`config.mk`:
```
export PLATFORM = sky130hd
export DESIGN_NAME = ovl_compositor
export DESIGN_NICKNAME = d
export VERILOG_FILES = /design/src/rtl/ovl_pkg.sv /design/src/rtl/ovl_raster.sv /design/src/rtl/ovl_alpha.sv /design/src/rtl/ovl_blend.sv /design/src/rtl/ovl_compositor.sv
export SDC_FILE = /design/constraint.sdc
export NUM_CORES = 2
export LEC_CHECK = 0
export BUFFER_PORTS_ARGS = -buffer_cell sky130_fd_sc_hd__buf_2
export CORE_MARGIN = 8
export CORE_UTILIZATION = 45
export CTS_CLUSTER_SIZE = 40
export DETAILED_ROUTE_END_ITERATION = 12
export GPL_ROUTABILITY_DRIVEN = 0
export HOLD_SLACK_MARGIN = 0.12
export PLACE_DENSITY = 0.64
export SLEW_MARGIN = 15
export SYNTH_ARGS = -nofsm -noshare
export SYNTH_HDL_FRONTEND = slang
export SYNTH_SLANG_ARGS = --single-unit
export TNS_END_PERCENT = 50
```
`constraint.sdc`:
```
create_clock -name clk_i -period 4.35 [get_ports clk_i]
set_clock_uncertainty 0.1 [all_clocks]
set_input_delay 0.435 -clock clk_i [delete_from_list [all_inputs] [get_ports clk_i]]
set_output_delay 0.435 -clock clk_i [all_outputs]
set_load 0.02 [all_outputs]
```
`src/rtl/ovl_pkg.sv`:
```
package ovl_pkg;
  typedef enum logic [1:0] {AM_GLOBAL = 2'd0, AM_PIXEL = 2'd1, AM_BOTH = 2'd2} amode_e;
  typedef enum logic [1:0] {CF_ZERO = 2'd0, CF_ONE = 2'd1, CF_ALPHA = 2'd2, CF_INV = 2'd3} coef_e;

  function automatic logic fmt_has_alpha(input logic [3:0] fmt);
    return (fmt >= 4'd6) && (fmt <= 4'd9);
  endfunction

  // round(v/255); inputs at or above 255*255 clamp to 255
  function automatic logic [7:0] div255_rnd(input logic [16:0] v);
    logic [16:0] t;
    logic [16:0] s;
    if (v >= 17'd65025) return 8'hff;
    t = v + 17'd128;
    s = t + (t >> 8);
    return s[15:8];
  endfunction

  function automatic logic [7:0] coef_val(input logic [1:0] sel, input logic [7:0] a);
    case (sel)
      CF_ZERO:  return 8'd0;
      CF_ONE:   return 8'd255;
      CF_ALPHA: return a;
      default:  return 8'd255 - a;
    endcase
  endfunction
endpackage

```
`src/rtl/ovl_raster.sv`:
```
module ovl_raster #(
  parameter int CW = 16
) (
  input  logic          clk_i,
  input  logic          rst_ni,
  input  logic          step_i,
  input  logic [CW-1:0] wm1_i,
  input  logic [CW-1:0] hm1_i,
  output logic [CW-1:0] x_o,
  output logic [CW-1:0] y_o,
  output logic          last_o
);
  logic [CW-1:0] x_q, y_q;
  logic x_end, y_end;

  assign x_end  = (x_q >= wm1_i);
  assign y_end  = (y_q >= hm1_i);
  assign last_o = x_end && y_end;
  assign x_o    = x_q;
  assign y_o    = y_q;

  always_ff @(posedge clk_i or negedge rst_ni) begin
    if (!rst_ni) begin
      x_q <= '0;
      y_q <= '0;
    end else if (step_i) begin
      if (x_end) begin
        x_q <= '0;
        y_q <= y_end ? '0 : y_q + 1'b1;
      end else begin
        x_q <= x_q + 1'b1;
      end
    end
  end
endmodule

```
`src/rtl/ovl_alpha.sv`:
```
module ovl_alpha
  import ovl_pkg::*;
(
  input  logic [3:0] fmt_i,
  input  logic [7:0] glb_i,
  input  logic [7:0] pix_a_i,
  output logic [1:0] mode_o,
  output logic [7:0] alpha_o
);
  logic [15:0] prod;
  amode_e mode;

  assign prod = pix_a_i * glb_i;

  always_comb begin
    if (!fmt_has_alpha(fmt_i))  mode = AM_GLOBAL;
    else if (glb_i == 8'hff)    mode = AM_PIXEL;
    else                        mode = AM_BOTH;
    case (mode)
      AM_PIXEL: alpha_o = pix_a_i;
      AM_BOTH:  alpha_o = div255_rnd({1'b0, prod});
      default:  alpha_o = glb_i;
    endcase
  end

  assign mode_o = mode;
endmodule

```
`src/rtl/ovl_blend.sv`:
```
module ovl_blend
  import ovl_pkg::*;
#(
  parameter int NCOMP = 3
) (
  input  logic [7:0]         alpha_i,
  input  logic [1:0]         top_sel_i,
  input  logic [1:0]         und_sel_i,
  input  logic [NCOMP*8-1:0] top_i,
  input  logic [NCOMP*8-1:0] und_i,
  output logic [NCOMP*8-1:0] out_o
);
  logic [7:0] ct, cu;

  assign ct = coef_val(top_sel_i, alpha_i);
  assign cu = coef_val(und_sel_i, alpha_i);

  for (genvar k = 0; k < NCOMP; k++) begin : g_comp
    logic [15:0] pt, pu;
    logic [16:0] sum;
    assign pt  = ct * top_i[k*8 +: 8];
    assign pu  = cu * und_i[k*8 +: 8];
    assign sum = {1'b0, pt} + {1'b0, pu};
    assign out_o[k*8 +: 8] = div255_rnd(sum);
  end
endmodule

```
`src/rtl/ovl_compositor.sv`:
```
module ovl_compositor
  import ovl_pkg::*;
#(
  parameter int NUM_SRC = 4,
  parameter int PACK_W  = 32,
  parameter int PIX_W   = 32,
  localparam int CW     = PACK_W / 2,
  localparam int SELW   = $clog2(NUM_SRC + 1),
  localparam int RGB_W  = 24
) (
  input  logic                     clk_i,
  input  logic                     rst_ni,
  input  logic [PACK_W-1:0]        out_size_i,
  input  logic [PACK_W-1:0]        win_start_i,
  input  logic [PACK_W-1:0]        win_end_i,
  input  logic                     layer_en_i,
  input  logic [SELW-1:0]          src_sel_i,
  input  logic [7:0]               glb_alpha_i,
  input  logic [3:0]               fmt_i,
  input  logic [1:0]               top_sel_i,
  input  logic [1:0]               und_sel_i,
  input  logic [NUM_SRC*PIX_W-1:0] src_pix_i,
  input  logic [RGB_W-1:0]         bg_pix_i,
  input  logic                     pix_valid_i,
  output logic [CW-1:0]            pix_x_o,
  output logic [CW-1:0]            pix_y_o,
  output logic [1:0]               mode_o,
  output logic [RGB_W-1:0]         pix_o,
  output logic                     valid_o,
  output logic                     eof_o
);
  logic [CW-1:0] cur_x, cur_y;
  logic          ras_last;
  logic [PIX_W-1:0] sel_pix;
  logic          ch_ok, in_win, hit;
  logic [7:0]    alpha;
  logic [RGB_W-1:0] mix;

  ovl_raster #(.CW(CW)) u_ras (
    .clk_i  (clk_i),
    .rst_ni (rst_ni),
    .step_i (pix_valid_i),
    .wm1_i  (out_size_i[PACK_W-1:CW]),
    .hm1_i  (out_size_i[CW-1:0]),
    .x_o    (cur_x),
    .y_o    (cur_y),
    .last_o (ras_last)
  );

  assign ch_ok = (src_sel_i != '0) && (int'(src_sel_i) <= NUM_SRC);

  always_comb begin
    sel_pix = '0;
    for (int i = 0; i < NUM_SRC; i++)
      if (int'(src_sel_i) == i + 1) sel_pix = src_pix_i[i*PIX_W +: PIX_W];
  end

  assign in_win = (cur_x >= win_start_i[PACK_W-1:CW]) && (cur_x <= win_end_i[PACK_W-1:CW]) &&
                  (cur_y >= win_start_i[CW-1:0])      && (cur_y <= win_end_i[CW-1:0]);
  assign hit = layer_en_i && ch_ok && in_win;

  ovl_alpha u_alpha (
    .fmt_i   (fmt_i),
    .glb_i   (glb_alpha_i),
    .pix_a_i (sel_pix[31:24]),
    .mode_o  (mode_o),
    .alpha_o (alpha)
  );

  ovl_blend #(.NCOMP(3)) u_blend (
    .alpha_i   (alpha),
    .top_sel_i (top_sel_i),
    .und_sel_i (und_sel_i),
    .top_i     (sel_pix[RGB_W-1:0]),
    .und_i     (bg_pix_i),
    .out_o     (mix)
  );

  always_ff @(posedge clk_i or negedge rst_ni) begin
    if (!rst_ni) begin
      pix_o   <= '0;
      valid_o <= 1'b0;
      eof_o   <= 1'b0;
      pix_x_o <= '0;
      pix_y_o <= '0;
    end else begin
      valid_o <= pix_valid_i;
      eof_o   <= pix_valid_i && ras_last;
      if (pix_valid_i) begin
        pix_o   <= hit ? mix : bg_pix_i;
        pix_x_o <= cur_x;
        pix_y_o <= cur_y;
      end
    end
  end


  bg_pass_chk: assert property (@(posedge clk_i) disable iff (!rst_ni)
    (pix_valid_i && !layer_en_i) |=> (pix_o == $past(bg_pix_i)));


  wrap_chk: assert property (@(posedge clk_i) disable iff (!rst_ni)
    (valid_o && eof_o && pix_valid_i) |=> (pix_x_o == '0 && pix_y_o == '0));


  pix_mode_chk: assert property (@(posedge clk_i) disable iff (!rst_ni)
    (mode_o == AM_PIXEL) |-> (alpha == sel_pix[31:24]));


  opaque_chk: assert property (@(posedge clk_i) disable iff (!rst_ni)
    (fmt_i < 4'd6) |-> (mode_o == AM_GLOBAL));


  top_only_chk: assert property (@(posedge clk_i) disable iff (!rst_ni)
    (pix_valid_i && hit && top_sel_i == CF_ONE && und_sel_i == CF_ZERO)
      |=> (pix_o == $past(sel_pix[RGB_W-1:0])));
endmodule

```
### After elaboration in Yosys (flattened, before gate mapping)

Index checks and enable logic that the tools add are counted.

* flip-flop bits (word level): 90
* input port bits: 271
* word-level logic and storage cells: 90

* $add $sub $neg: 14
* multipliers: 7
* magnitude comparators: 13
* eq/ne operators: 11
* muxes and demuxes: 25
* reductions and logical operators: 13

Operator list (number)
* 32-bit two-way mux: 4
* 8-bit by 8-bit multiplier with 16-bit output: 7
* 16-bit by 9-bit adder with 16-bit output: 4
* 16-bit greater-or-equal comparator: 4
* 8-bit two-way mux: 8
* 16-bit by 16-bit adder with 17-bit output: 3
* 17-bit by 8-bit adder with 17-bit output (second input constant): 3
* 17-bit by 16-bit greater-or-equal comparator with 1-bit output (second input constant): 3
* 8-bit case mux with 3 select lines: 2
* 16-bit by 1-bit adder with 16-bit output (second input constant): 2
* 16-bit less-or-equal comparator: 2
* 16-bit two-way mux: 2
* 24-bit two-way mux: 1
* 16-bit by 8-bit adder with 17-bit output (second input constant): 1
* 16-bit greater-or-equal comparator (second input constant): 1
* 8-bit case mux with 2 select lines: 1
* 3-bit equality test (second input constant): 3
* 1-bit logical AND: 9
* 8-bit equality test (second input constant): 1
* 8-bit subtractor (first input constant): 1
* 2-bit by 1-bit equality test with 1-bit output (second input constant): 3
* 2-bit equality test (second input constant): 3
* 1-bit two-way mux: 5
* 4-bit by 3-bit greater-or-equal comparator with 1-bit output (second input constant): 1
* other kinds (7): 9

### Depth between registers and ports, before layout

* depth after elaboration: 19
* depth in mapped cells: 76
* depth with buffers taken out: 70

### Hierarchy

From an unflattened synthesis, not the netlist that was laid out.

* cells, all modules: 3064
* area, all modules: 26113.8 µm²

By module, submodules not included
* ovl_blend: times used 1, cells each 1784, area an instance 15386.0 µm², seq. area each 0.0 µm²
* ovl_compositor: times used 1, cells each 610, area an instance 5116.2 µm², seq. area each 1451.4 µm²
* ovl_alpha: times used 1, cells each 391, area an instance 3174.3 µm², seq. area each 0.0 µm²
* ovl_raster: times used 1, cells each 279, area an instance 2437.3 µm², seq. area each 800.8 µm²

### Worst setup path before layout

No wires, ideal clock.

* path kind: input-to-reg
* start: input port src_sel_i[1]
* end: register pix_o[20]
* arrival time: 16.759 ns
* data required time: 4.117 ns
* setup slack: -12.642 ns
* cell stages on the path: 71
* path buffers: 8
* cell sequence: buf_2 > buf_1 > buf_1 > nor2_1 > ha_1 > clkbuf_1 > or2_2 > clkbuf_1 > o21ai_1 > and2_1 > fa_1 > fa_1 > fa_1 > inv_1 > fa_1 > inv_1 > ha_1 > buf_2 > (+35 left out) > inv_1 > ha_1 > nand2_1 > a21o_1 > nand2_1 > nand4_1 > xor2_1 > inv_1 > ha_1 > a2111oi_0 > o21ai_0 > and3_1 > o2111ai_1 > a21boi_0 > o21ai_0 > xnor2_1 > o221ai_1 > o21ai_0

* word-level cells in the longest chain between the ends: 19
* elaborated cells on any way between the ends: 33
* those cells by class: add/sub (6); mul (3); order compare (3); eq/ne (4); mux (13); reduce/logical (4)

Ends and longest elaborated chain
* start, declared: line ovl_compositor.sv:17 `input logic [SELW-1:0] src_sel_i,`
* branches (longest 18 deep; another with 16-bit by 8-bit adder with 17-bit output)
* 24-bit two-way mux (*): line ovl_compositor.sv:90 `pix_o <= hit ? mix : bg_pix_i;`
* end signal, assigned: line ovl_compositor.sv:90
* end, declared: line ovl_compositor.sv:28 `output logic [RGB_W-1:0] pix_o,`

Mark *: on every way between the ends. The select of a mux whose other input is x is not followed.
A chain may end at the register's enable or synchronous reset.

### Worst setup path after layout

* start: input port src_sel_i[0]
* end: register pix_o[11]

Same word-level chain as after synthesis.

==> metrics.yaml <==
status: "finished, violations left"
violations: "negative setup slack"
synth_edf_count: 0
routedWlPerCell_microns: 18.4
ios: 331
worstRegToRegCells: 11
ant_nets: 0
max_cap_viol_count: 0
netlist_instances: 2956
fin_ws_ns: -10.32
cts-htree-levels: 3
io_buffers: 329
nets: 4758
cts_root_buf: "clkbuf_16"
ys_types: 85
synth_seq_area_share_pct: 8.86
slowest_stage: "fa_1"
cp-end-kind: "register"
grt_overflow: 0
setup_viol: 24
ys.flop_type: "dfrtp_1"
synth_top_area_cell: "fa_1"
hp-start: "bg_pix_i[23]"
syn_avg_cell_area_sq_um: 8.60
syn_area_sq_um: 25400
vias_per_cell: 5.29
cts_max_path_buffers: 2
fmax_ghz: 0.0682
dp.cells: 4434
crit_type: "input port to register"
async_flop_share_pct: 100
reg2reg_setup_slack_ns: 0.56
dp_slack_ns: -11.14
clkLatencyLatePin_ns: 0.38
slowest_delay_ns: 0.57
wl_microns: 83900
finalNonFillerCells: 4553
drive_gt1_share_pct: 33.3
hold_viol: 0
row_count: 87
cp-start-kind: "input port"
vias: 24067
cp_num_buf_inv: 12
antenna_found_initial: 3
r2r-start: "u_ras.x_o[8]$_DFFE_PN0P_"
crit_required_ns: 4.51
r2r_end: "pix_o[16]$_DFFE_PN0P_"
hp-class: "input port to register"
holdPathEnd: "pix_o[23]$_DFFE_PN0P_"
cts_made_buffers: 9
nFillCells: 4807
drc_errors: 0
layout_min_cycle_time_ns: 14.67
ff_latch_area_sq_um: 2250
rsz0062_at_grt: "true"
initialDrtViolationCount: 1359
yosysWarningCount: 0
die_area_sq_um: 64300
initial_utilization_pct: 45.3
synth_top_cell_area_share_pct: 25.8
path_delay_family: "adder cells"
clock_sinks: 90
finalCritPeriodShare_pct: 337
synth-seq-cells: 90
grt_first_pass_wirelength_microns: 135000
grt_usage_pct: 26.0
die_h_microns: 254
synth_area_leaders: "fa_1 (26%), ha_1 (18%), dfrtp_1 (8.9%)"
worst_pin_slew_ns: 1.14
cp_common_cell: "fa_1"
final_common_cell: "inv_1"
core-area_sq_um: 56200
firstDrtPassIters: 5
worstPathArrival_ns: 14.83
die_x_microns: 254
critPathMaxFanout: 7
synthesis.nets: 3923
synthToLayoutAreaGrowth_pct: 35.1
finalMaxSlewViolations: 0
clkTransAtPathRegs_ns: 0.08
grt_max_degree: 70
cts_tree: "done"
multi_input_area_sq_um: 22400
hold_path_depth: 3
final_cell_mix: "inv_1 (568), buf_4 (530), ha_1 (335)"
grt_pass1_vias: 26310
maxSlewHeadroom_pct: 23.4
hpwl_microns: 70200
## layer usage
| metal | part of all wire (%) | up-vias | global-route usage, % |
|---|---|---|---|
| li1 | - | 11272 | - |
| met1 | 41 | 11942 | 31.9 |
| met2 | 50 | 665 | 47.0 |
| met3 | 4.9 | 186 | 3.45 |
| met4 | 3.5 | 2 | 7.84 |
| met5 | 0.015 | - | 0 |
## Yosys cell counts, types with 5 or more instances
| cell type | instances |
|---|---|
| inv_1 | 580 |
| ha_1 | 369 |
| fa_1 | 327 |
| nor2_1 | 196 |
| nand2_1 | 182 |
| and2_1 | 121 |
| nor2b_1 | 111 |
| a21oi_1 | 98 |
| dfrtp_1 | 90 |
| o21ai_0 | 76 |
| xnor2_1 | 65 |
| mux2_2 | 64 |
| xor2_1 | 64 |
| nand2b_1 | 60 |
| a21o_1 | 51 |
| nand3_1 | 50 |
| clkbuf_1 | 45 |
| a22o_1 | 31 |
| a22oi_1 | 30 |
| nor3_1 | 28 |
| nand4_1 | 25 |
| a211oi_1 | 22 |
| and3_1 | 21 |
| buf_2 | 18 |
| o21a_1 | 18 |
| o221ai_1 | 13 |
| buf_1 | 12 |
| nor4_1 | 12 |
| o21ai_1 | 12 |
| a31oi_1 | 11 |
| o21bai_1 | 10 |
| or2_2 | 8 |
| or3_1 | 8 |
| a221oi_1 | 7 |
| o22ai_1 | 6 |
| or4_1 | 6 |
| a2111oi_0 | 5 |
| and4_1 | 5 |
| buf_4 | 5 |
| nor3b_1 | 5 |
| o31ai_1 | 5 |
## cells by family after synthesis
logic type | Yosys count | synth area share (%)
fa+ha+maj | 696 | 43.9
compound gates | 449 | 12.1
buf+inv | 660 | 9.91
simple gates | 857 | 17.3
mux | 67 | 2.95
flops | 90 | 8.86
xor+xnor | 137 | 4.96
## worst min-delay path, cell delays in order
cell,delay (ns)
buf_2,0.14
nor2_1,0.10
a211oi_1,0.07
## registers in the layout, summed over array words and instances, names as in the netlist
signal,cells
pix_y_o,16
pix_x_o,16
eof_o,1
valid_o,1
u_ras.y_o,16
u_ras.x_o,16
pix_o,24
## how the worst max path moves through the flow
stage,from,to,cells after the start
6_report,src_sel_i[0],pix_o[11]$_DFFE_PN0P_,65
5_1_grt,src_sel_i[0],pix_o[11]$_DFFE_PN0P_,68
4_1_cts,src_sel_i[1],pix_o[13]$_DFFE_PN0P_,64
3_5_place_dp,src_sel_i[1],pix_o[19]$_DFFE_PN0P_,59
3_3_place_gp,src_sel_i[1],pix_o[7]$_DFFE_PN0P_,60
2_1_floorplan,src_sel_i[0],pix_o[20]$_DFFE_PN0P_,69
## timing repair
action,4_1_cts,5_1_grt
gates cloned,3,0
hold endpoints to repair,40,0
pin swaps,145,58
gates resized for setup,200,79
buffers inserted,83,16
endpoints found under the setup margin,24,24
hold buffers,1,0
## final cells by class
cell class,count,area share [%]
sequential,90,6.56
clock inverter,7,0.237
inverter,580,6.34
multi-input combinational,2207,65.1
tap,756,2.75
clock buffer,9,0.656
antenna,1,0.00729
timing repair buffer,903,18.4
## per-stage QoR
step           cell area [sq um]  util [%]  setup TNS [ns]  hold WS, ns
6_report                   34300      61.1         -243.59        0.310
5_1_grt                    34300      61.1         -256.75        0.347
4_1_cts                    33900      60.3         -236.22        0.295
2_1_floorplan              26000         -         -251.48       0.0394
3_5_place_dp               31900      56.8         -262.91        0.365
3_3_place_gp               31900      56.8         -253.61        0.365
Power is not shown: default switching activity piles up to over one toggle a cycle in this logic, so the estimate is an artifact.
